<file path="src/rtl/stq_amo_pkg.sv">
// Shared encodings for the store queue.
// Assumes: kind and lookup codes are fixed by the block's interface.
package stq_amo_pkg;

    typedef enum logic [1:0] {
        SQ_ST  = 2'd0,
        SQ_SC  = 2'd1,
        SQ_AMO = 2'd2
    } sq_kind_e;

    typedef enum logic [1:0] {
        LK_MISS  = 2'd0,
        LK_FWD   = 2'd1,
        LK_STALL = 2'd2
    } lk_res_e;

    typedef enum logic [1:0] {
        DR_IDLE = 2'd0,
        DR_WAIT = 2'd1,
        DR_WB   = 2'd2
    } drain_st_e;

endpackage

</file>
<file path="src/rtl/stq_amo_match.sv">
// Byte-range comparator between one queue entry and a load.
// Assumes: sizes are byte count minus one; ranges do not wrap the address space.
module stq_amo_match #(
    parameter int ADDR_W = 32,
    parameter int SZ_W   = 3
) (
    input  logic [ADDR_W-1:0] ent_addr,
    input  logic [SZ_W-1:0]   ent_size,
    input  logic [ADDR_W-1:0] ld_addr,
    input  logic [SZ_W-1:0]   ld_size,
    output logic              ov,
    output logic              cov
);
    localparam int PAD = ADDR_W + 1 - SZ_W;

    logic [ADDR_W:0] es, ee, ls, le;

    // Inclusive first and last byte of both ranges, one bit wider to avoid overflow.
    always_comb begin
        es  = {1'b0, ent_addr};
        ee  = es + {{PAD{1'b0}}, ent_size};
        ls  = {1'b0, ld_addr};
        le  = ls + {{PAD{1'b0}}, ld_size};
        ov  = (ls <= ee) && (es <= le);
        cov = (es <= ls) && (le <= ee);
    end
endmodule

</file>
<file path="src/rtl/stq_amo_lookup.sv">
// Load lookup: scans executed entries from oldest to youngest and lets the
// youngest overlapping one decide forward, stall or miss.
// Assumes: DEPTH is a power of two; every entry in the queue is older than the load.
module stq_amo_lookup
    import stq_amo_pkg::*;
#(
    parameter int DEPTH  = 8,
    parameter int ADDR_W = 32,
    parameter int DATA_W = 64,
    localparam int IDX_W = $clog2(DEPTH),
    localparam int SZ_W  = $clog2(DATA_W / 8)
) (
    input  logic              clk,
    input  logic              rst_n,
    input  logic [IDX_W-1:0]  head,
    input  logic [DEPTH-1:0]  e_live,
    input  logic [1:0]        e_kind [DEPTH],
    input  logic [ADDR_W-1:0] e_addr [DEPTH],
    input  logic [SZ_W-1:0]   e_size [DEPTH],
    input  logic [DATA_W-1:0] e_data [DEPTH],
    input  logic [ADDR_W-1:0] lk_addr,
    input  logic [SZ_W-1:0]   lk_size,
    output logic [1:0]        lk_result,
    output logic [DATA_W-1:0] lk_data
);
    logic [DEPTH-1:0] ov, cov;
    lk_res_e          res;
    logic [IDX_W-1:0] src;

    genvar g;
    for (g = 0; g < DEPTH; g++) begin : g_match
        stq_amo_match #(.ADDR_W(ADDR_W), .SZ_W(SZ_W)) u_match (
            .ent_addr (e_addr[g]),
            .ent_size (e_size[g]),
            .ld_addr  (lk_addr),
            .ld_size  (lk_size),
            .ov       (ov[g]),
            .cov      (cov[g])
        );
    end

    // Age-ordered scan: later (younger) hits overwrite earlier ones.
    always_comb begin
        logic [IDX_W-1:0] idx;
        res = LK_MISS;
        src = '0;
        for (int k = 0; k < DEPTH; k++) begin
            idx = head + IDX_W'(k);
            if (e_live[idx] && ov[idx]) begin
                src = idx;
                if (e_kind[idx] == SQ_AMO)  res = LK_STALL;
                else if (cov[idx])          res = LK_FWD;
                else                        res = LK_STALL;
            end
        end
    end

    // Align the forwarding entry's bytes to the load's first byte.
    always_comb begin
        if (res == LK_FWD)
            lk_data = e_data[src] >> {lk_addr[SZ_W-1:0] - e_addr[src][SZ_W-1:0], 3'b000};
        else
            lk_data = '0;
    end

    assign lk_result = res;

    // Forwarding only ever comes from a live, covering, non-atomic entry.
    assert_fwd_not_amo_R6: assert property (@(posedge clk) disable iff (!rst_n)
        (res == LK_FWD) |-> (e_kind[src] != SQ_AMO) && e_live[src] && cov[src]);
endmodule

</file>
<file path="src/rtl/stq_amo_drain.sv">
// Drain engine: issues the head entry to memory, waits for its response,
// performs the register writeback for store-conditionals and atomics, and
// frees the head. Faulted atomics are freed without a request.
// Assumes: the memory port returns exactly one response per accepted request.
module stq_amo_drain
    import stq_amo_pkg::*;
#(
    parameter int ADDR_W     = 32,
    parameter int DATA_W     = 64,
    parameter int LINE_BYTES = 64,
    localparam int SZ_W      = $clog2(DATA_W / 8),
    localparam int LINE_SH   = $clog2(LINE_BYTES)
) (
    input  logic              clk,
    input  logic              rst_n,
    input  logic              head_valid,
    input  logic              head_exec,
    input  logic              head_comm,
    input  logic              head_bad,
    input  logic [1:0]        head_kind,
    input  logic [ADDR_W-1:0] head_addr,
    input  logic [SZ_W-1:0]   head_size,
    output logic              mem_req_valid,
    input  logic              mem_req_ready,
    input  logic              mem_resp_valid,
    input  logic [DATA_W-1:0] mem_resp_data,
    output logic              wb_valid,
    output logic [DATA_W-1:0] wb_data,
    output logic              head_free
);
    drain_st_e         st;
    logic              head_ready;
    logic              needs_wb;
    logic [DATA_W-1:0] wb_q;

    // Head eligibility and the writeback need of its kind.
    always_comb begin
        head_ready    = head_valid && head_exec && head_comm;
        needs_wb      = (head_kind != SQ_ST);
        mem_req_valid = (st == DR_IDLE) && head_ready && !head_bad;
        head_free     = ((st == DR_IDLE) && head_ready && head_bad) ||
                        ((st == DR_WAIT) && mem_resp_valid && !needs_wb) ||
                        (st == DR_WB);
        wb_valid      = (st == DR_WB);
        wb_data       = wb_q;
    end

    // Request / response / writeback sequencing.
    always_ff @(posedge clk) begin
        if (!rst_n) begin
            st   <= DR_IDLE;
            wb_q <= '0;
        end else begin
            case (st)
                DR_IDLE: if (mem_req_valid && mem_req_ready) st <= DR_WAIT;
                DR_WAIT: if (mem_resp_valid) begin
                    if (needs_wb) begin
                        wb_q <= mem_resp_data;
                        st   <= DR_WB;
                    end else begin
                        st   <= DR_IDLE;
                    end
                end
                default: st <= DR_IDLE;
            endcase
        end
    end

    // A request waiting for acceptance holds its address.
    assert_req_hold_R10: assert property (@(posedge clk) disable iff (!rst_n)
        (mem_req_valid && !mem_req_ready) |=> mem_req_valid && $stable(head_addr));

    // No new request while one is outstanding.
    assert_single_outstanding_R10: assert property (@(posedge clk) disable iff (!rst_n)
        (st != DR_IDLE) |-> !mem_req_valid);

    // An atomic spanning two lines never reaches the port.
    assert_no_cross_issue_R9: assert property (@(posedge clk) disable iff (!rst_n)
        (mem_req_valid && head_kind == SQ_AMO) |->
        ((({1'b0, head_addr} + {{(ADDR_W + 1 - SZ_W){1'b0}}, head_size}) >> LINE_SH) ==
         ({1'b0, head_addr} >> LINE_SH)));
endmodule

</file>
<file path="src/rtl/stq_amo.sv">
// Store queue top: circular entry storage with allocate, execute and commit
// updates, the load lookup and the in-order drain engine.
// Assumes: DEPTH is a power of two; execute and commit target allocated entries;
// an entry is not allocated and executed in the same cycle.
module stq_amo
    import stq_amo_pkg::*;
#(
    parameter int DEPTH      = 8,
    parameter int ADDR_W     = 32,
    parameter int DATA_W     = 64,
    parameter int LINE_BYTES = 64,
    localparam int IDX_W     = $clog2(DEPTH),
    localparam int CNT_W     = $clog2(DEPTH + 1),
    localparam int SZ_W      = $clog2(DATA_W / 8),
    localparam int LINE_SH   = $clog2(LINE_BYTES)
) (
    input  logic              clk,
    input  logic              rst_n,
    input  logic              alloc_valid,
    input  logic [1:0]        alloc_kind,
    output logic              alloc_ready,
    output logic [IDX_W-1:0]  alloc_idx,
    input  logic              exec_valid,
    input  logic [IDX_W-1:0]  exec_idx,
    input  logic [ADDR_W-1:0] exec_addr,
    input  logic [SZ_W-1:0]   exec_size,
    input  logic [DATA_W-1:0] exec_data,
    output logic              amo_cross_err,
    input  logic              commit_valid,
    input  logic [ADDR_W-1:0] lk_addr,
    input  logic [SZ_W-1:0]   lk_size,
    output logic [1:0]        lk_result,
    output logic [DATA_W-1:0] lk_data,
    output logic              mem_req_valid,
    input  logic              mem_req_ready,
    output logic [ADDR_W-1:0] mem_req_addr,
    output logic [SZ_W-1:0]   mem_req_size,
    output logic [DATA_W-1:0] mem_req_data,
    output logic [1:0]        mem_req_kind,
    input  logic              mem_resp_valid,
    input  logic [DATA_W-1:0] mem_resp_data,
    output logic              wb_valid,
    output logic [IDX_W-1:0]  wb_idx,
    output logic [DATA_W-1:0] wb_data
);
    logic [DEPTH-1:0]  e_valid, e_exec, e_comm, e_bad;
    logic [1:0]        e_kind [DEPTH];
    logic [ADDR_W-1:0] e_addr [DEPTH];
    logic [SZ_W-1:0]   e_size [DEPTH];
    logic [DATA_W-1:0] e_data [DEPTH];

    logic [IDX_W-1:0]  head, tail, cmt;
    logic [CNT_W-1:0]  cnt;
    logic              alloc_fire, exec_ok, exec_is_amo, exec_cross, commit_fire, head_free;

    // Handshake qualifiers and the line-crossing test on the executing access.
    always_comb begin
        alloc_ready   = (cnt != CNT_W'(DEPTH));
        alloc_fire    = alloc_valid && alloc_ready;
        exec_ok       = exec_valid && e_valid[exec_idx];
        exec_is_amo   = (e_kind[exec_idx] == SQ_AMO);
        exec_cross    = ((({1'b0, exec_addr} + {{(ADDR_W + 1 - SZ_W){1'b0}}, exec_size}) >> LINE_SH) !=
                         ({1'b0, exec_addr} >> LINE_SH));
        amo_cross_err = exec_ok && exec_is_amo && exec_cross;
        commit_fire   = commit_valid && e_valid[cmt] && !e_comm[cmt];
    end

    // Entry status bits: allocate, execute, commit and free.
    always_ff @(posedge clk) begin
        if (!rst_n) begin
            e_valid <= '0;
            e_exec  <= '0;
            e_comm  <= '0;
            e_bad   <= '0;
        end else begin
            if (head_free) e_valid[head] <= 1'b0;
            if (alloc_fire) begin
                e_valid[tail] <= 1'b1;
                e_exec[tail]  <= 1'b0;
                e_comm[tail]  <= 1'b0;
                e_bad[tail]   <= 1'b0;
            end
            if (exec_ok) begin
                e_exec[exec_idx] <= 1'b1;
                if (exec_is_amo && exec_cross) e_bad[exec_idx] <= 1'b1;
            end
            if (commit_fire) e_comm[cmt] <= 1'b1;
        end
    end

    // Entry payload: kind at allocate, address/size/data at execute (atomics keep zero data).
    always_ff @(posedge clk) begin
        if (!rst_n) begin
            for (int i = 0; i < DEPTH; i++) begin
                e_kind[i] <= SQ_ST;
                e_addr[i] <= '0;
                e_size[i] <= '0;
                e_data[i] <= '0;
            end
        end else begin
            if (alloc_fire) begin
                e_kind[tail] <= alloc_kind;
                e_data[tail] <= '0;
            end
            if (exec_ok) begin
                e_addr[exec_idx] <= exec_addr;
                e_size[exec_idx] <= exec_size;
                if (!exec_is_amo) e_data[exec_idx] <= exec_data;
            end
        end
    end

    // Head, tail, commit pointers and occupancy.
    always_ff @(posedge clk) begin
        if (!rst_n) begin
            head <= '0;
            tail <= '0;
            cmt  <= '0;
            cnt  <= '0;
        end else begin
            if (alloc_fire)  tail <= tail + 1'b1;
            if (head_free)   head <= head + 1'b1;
            if (commit_fire) cmt  <= cmt + 1'b1;
            case ({alloc_fire, head_free})
                2'b10:   cnt <= cnt + CNT_W'(1);
                2'b01:   cnt <= cnt - CNT_W'(1);
                default: cnt <= cnt;
            endcase
        end
    end

    assign alloc_idx    = tail;
    assign mem_req_addr = e_addr[head];
    assign mem_req_size = e_size[head];
    assign mem_req_data = e_data[head];
    assign mem_req_kind = e_kind[head];
    assign wb_idx       = head;

    stq_amo_lookup #(.DEPTH(DEPTH), .ADDR_W(ADDR_W), .DATA_W(DATA_W)) u_lookup (
        .clk       (clk),
        .rst_n     (rst_n),
        .head      (head),
        .e_live    (e_valid & e_exec),
        .e_kind    (e_kind),
        .e_addr    (e_addr),
        .e_size    (e_size),
        .e_data    (e_data),
        .lk_addr   (lk_addr),
        .lk_size   (lk_size),
        .lk_result (lk_result),
        .lk_data   (lk_data)
    );

    stq_amo_drain #(.ADDR_W(ADDR_W), .DATA_W(DATA_W), .LINE_BYTES(LINE_BYTES)) u_drain (
        .clk            (clk),
        .rst_n          (rst_n),
        .head_valid     (e_valid[head]),
        .head_exec      (e_exec[head]),
        .head_comm      (e_comm[head]),
        .head_bad       (e_bad[head]),
        .head_kind      (e_kind[head]),
        .head_addr      (e_addr[head]),
        .head_size      (e_size[head]),
        .mem_req_valid  (mem_req_valid),
        .mem_req_ready  (mem_req_ready),
        .mem_resp_valid (mem_resp_valid),
        .mem_resp_data  (mem_resp_data),
        .wb_valid       (wb_valid),
        .wb_data        (wb_data),
        .head_free      (head_free)
    );

    // Occupancy never exceeds the slot count.
    assert_cnt_bound_R2: assert property (@(posedge clk) disable iff (!rst_n)
        cnt <= CNT_W'(DEPTH));

    // Writeback only for a live store-conditional or atomic at the head.
    assert_wb_kind_R11: assert property (@(posedge clk) disable iff (!rst_n)
        wb_valid |-> e_valid[head] && (e_kind[head] != SQ_ST));

    // A request always comes from a committed, executed head.
    assert_req_from_head_R10: assert property (@(posedge clk) disable iff (!rst_n)
        mem_req_valid |-> e_valid[head] && e_exec[head] && e_comm[head]);
endmodule

</file>
<file path="config.mk">
export PLATFORM = sky130hd
export DESIGN_NAME = stq_amo
export DESIGN_NICKNAME = d
export VERILOG_FILES = /design/src/rtl/stq_amo_pkg.sv /design/src/rtl/stq_amo_match.sv /design/src/rtl/stq_amo_lookup.sv /design/src/rtl/stq_amo_drain.sv /design/src/rtl/stq_amo.sv
export SDC_FILE = /design/constraint.sdc
export NUM_CORES = 2
export LEC_CHECK = 0
export BUFFER_PORTS_ARGS = -buffer_cell sky130_fd_sc_hd__clkbuf_2
export CELL_PAD_IN_SITES_DETAIL_PLACEMENT = 1
export CELL_PAD_IN_SITES_GLOBAL_PLACEMENT = 2
export CORE_MARGIN = 5
export CORE_UTILIZATION = 38
export DETAILED_ROUTE_END_ITERATION = 10
export GPL_TIMING_DRIVEN = 0
export PLACE_DENSITY_LB_ADDON = 0.1
export SLEW_MARGIN = 20
export SYNTH_ARGS = -nofsm -noshare
export SYNTH_HDL_FRONTEND = slang
export SYNTH_SLANG_ARGS = --single-unit
</file>
<file path="constraint.sdc">
create_clock -name clk -period 12.68 [get_ports clk]
set_input_delay 0.634 -clock clk [delete_from_list [all_inputs] [get_ports clk]]
set_output_delay 0.634 -clock clk [all_outputs]
set_load 0.01 [all_outputs]
</file>
==> reports/results.txt <==
Status -> finished, violations left
Failing checks -> setup timing
Portion of the post-synthesis area used by sequential elements -> 0.231
Initial Util -> 0.381
Worst EP arrival -> 12200 ps
Largest net degree at the start of global routing -> 20
Clock network fraction of total power -> 0.478
Overall die height -> 468 um
Share of Yosys cell area claimed by the top area cell type -> 0.231
Via count of the first global-routing pass -> 88817
Hold slack -> 27.3 ps
Placed Area -> 86400 um^2
Post-route cell area -> 92400 um^2
Peak VDD IR -> 129 uV
Layout Area Growth over Synthesis -> 16.1%
Port Buffers -> 352
Type of the most critical hold path -> in -> reg
TritonCTS clock tree -> done
Sequential cell area -> 18400 um^2
Max-slew violation count -> 0
Worst setup SP type -> flip-flop
Net switching power of the design -> 2.34 mW
Synth area leaders -> dfxtp_1, ha_1, nand2_1
WP data required -> 12050 ps
Most common flop cell mapped by yosys -> dfxtp_1
Site Rows -> 168
Overall track demand over capacity in global routing -> 0.456
1st-pass router iterations -> 7
Synth Instances -> 9749
Relative slew slack -> 0.0963
Final estimated routing congestion in global placement -> 1.05
Maximum root-to-sink buffer count -> 3
Number of fillers in the final layout -> 25065
Portion of total power attributed to sequential cells -> 0.380
Synthesized area divided by synthesized cell count -> 8.16 um^2
Proportion of register bits with asynchronous set or reset after synthesis -> 0
Seq cells post-synth -> 919
Pwr dens -> 82.9 nW/um^2
Share of cells above drive strength 1 -> 0.135
Overflow after GRT -> 0
Kind of end point of the critical path -> output port
Post-synth EDFFs -> 0
Clock-pin slew on the worst setup and hold paths -> 70 ps
DRC violation total after the first TritonRoute iteration -> 8844
Crit Path Category -> reg -> out
Tightest Pin Transition -> 1360 ps
Total Negative Setup Slacks -> -483 ps
DIE AREA -> 219000 um^2
Net switching fraction of the power -> 0.306
Min Clock Period, post-route -> 12840 ps
Final Skew -> 63.4 ps
Biggest area consumer among synthesized cells -> dfxtp_1
Number of cells after detailed placement -> 12976
HPWL after detailed placement -> 406000 um
Net count after synthesis -> 11019
Warnings from Yosys -> 0
Remaining design rule violation count -> 0
Area of the multi-input gates -> 59200 um^2
Routed wire per std cell -> 38.9 um
Number of antenna violations at the first check in global routing -> 53
Final hold violation count -> 0
Final-stage net count -> 11630
Clock Latency Late Sink -> 860 ps
Count of placed standard cells in the final layout, fillers left out -> 13300
Area inside the core boundary -> 209000 um^2
Distinct cell type count after synthesis -> 106
Htree depth -> 3
Slowest library cell on the worst path -> nor3_1
Cell type with the highest occurrence count on the critical path -> buf_6
Proportion of power drawn by combinational gates -> 0.142
Ratio of routed vias to standard cells -> 6.64
Endpoints failing setup -> 8
Global-route wire length before repair -> 704000 um
PnR worst setup slack -> -156 ps
Number of vias after detailed routing -> 88340
Chip Width -> 468 um
Largest stage delay on the critical path -> 1000 ps
Internal Power -> 5.32 mW
Share of the clock period used by the worst path after layout -> 1.01
Pleak -> 35.2 nW
Highest fanout seen on the critical path -> 10
Number of sinks handled by clock tree synthesis -> 919
Clk Tree Root Cell -> clkbuf_16
Most instantiated cells after synthesis -> nand2_1, ha_1, dfxtp_1, a21boi_0, nand3_1
Number of maximum-capacitance constraint violations -> 0
Worst setup timing slack at the placement stage -> -6550 ps
Count leader, synth -> nand2_1
Highest attainable clock frequency -> 77.9 MHz
Remaining number of nets flagged by the antenna check after routing -> 0
Total clock buffers created by CTS -> 112
Number of I/O pins -> 451
Mapped cell area -> 79600 um^2
Wire length after detailed routing -> 517000 um
worst paths after layout:
| kind | endpoint | slack [ps] | from | cells past startpoint |
|---|---|---|---|---|
| setup / recovery | lk_data[6] | -160 | e_addr[161] | 38 |
| hold / removal | u_drain.wb_data[40] | 30 | mem_resp_data[40] | 3 |
| setup reg to reg | cnt[3] | 5350 | wb_idx[0] | 18 |
| hold reg to reg | u_drain.wb_data[30] | 470 | u_drain.wb_data[30] | 2 |
power by group through the flow:
stage | clock, mW | sequential (mW) | combinational [mW]
2_1_floorplan | 0 | 2.97 | 0.527
3_3_place_gp | 0 | 2.97 | 0.952
3_5_place_dp | 0 | 2.97 | 1.01
4_1_cts | 3.65 | 2.91 | 1.04
5_1_grt | 3.76 | 2.91 | 1.13
6_report | 3.66 | 2.91 | 1.09
per-stage QoR:
stage / utilization / power [mW]
after floorplan: - / 3.49
after global placement: 0.406 / 3.93
after detailed placement: 0.413 / 3.98
after CTS: 0.440 / 7.61
after global routing: 0.442 / 7.81
final: 0.442 / 7.66
flip-flops by register name (all words and copies together), names as in the netlist:
signal,flops
e_kind,16
wb_idx,3
e_comm,8
e_valid,8
e_size,24
alloc_idx,3
u_drain.st,2
e_addr,256
e_data,512
u_drain.wb_data,64
e_exec,8
cnt,4
e_bad,8
cmt,3
metal layers:
metal | vias up | wire, um | GRT usage
met5 | - | 108 | 0
met4 | 16 | 61200 | 0.439
met3 | 1991 | 45300 | 0.113
met2 | 5089 | 225000 | 0.711
met1 | 44212 | 186000 | 0.505
li1 | 37032 | - | -
area by class of cell:
type	count	share of cell area
diodes	40	0.00108
inverters	181	0.00776
clock buffers	154	0.0350
plain buffers	652	0.0317
repair buffers	505	0.0378
clock inverters	55	0.00891
flip-flops and latches	919	0.199
well taps	2805	0.0380
multi-input cells	7989	0.640
cells by family after synthesis:
group                    count (synthesis)  share of synthesized area
buffers and inverters                  841                     0.0422
adder cells (fa/ha/maj)               1063                      0.168
flip-flops                             919                      0.231
AND/OR/NAND/NOR                       3805                      0.218
XOR/XNOR                               288                     0.0319
multiplexers                           442                     0.0933
AO/OA/AOI/OAI                         2391                      0.215
critical path, delay by kind of cell, from the launching register on:
family | cells | cell delay [ps]
AO/OA/AOI/OAI | 14 | 3910
AND/OR/NAND/NOR | 10 | 2500
flip-flops | 1 | 660
XOR/XNOR | 1 | 180
multiplexers | 2 | 960
adder cells (fa/ha/maj) | 3 | 1140
buffers and inverters | 8 | 2010
repair_timing:
item	4_1_cts	5_1_grt
hold buffers	21	0
hold endpoints to repair	21	0
pin swaps	31	11
buffers inserted	52	9
resized for setup	212	59
setup endpoints to repair	64	64
cell usage in the layout, fill, tap and decap left out, drive strengths merged, types with 62 or more instances in the layout:
| cell type | count |
|---|---|
| nand2 | 1953 |
| clkbuf | 1068 |
| ha | 1049 |
| dfxtp | 919 |
| a21boi | 888 |
| nand3 | 696 |
| nor2 | 336 |
| a21oi | 326 |
| nand4 | 258 |
| a21o | 242 |
| mux4 | 236 |
| buf | 221 |
| o21ai | 204 |
| inv | 172 |
| mux2i | 167 |
| xor2 | 144 |
| xnor2 | 143 |
| nor2b | 105 |
| nor3 | 95 |
| o21a | 80 |
| and3 | 72 |
| o211ai | 67 |
| o22ai | 63 |
| a211oi | 62 |
No activity file was read; power rests on OpenSTA's default activity.
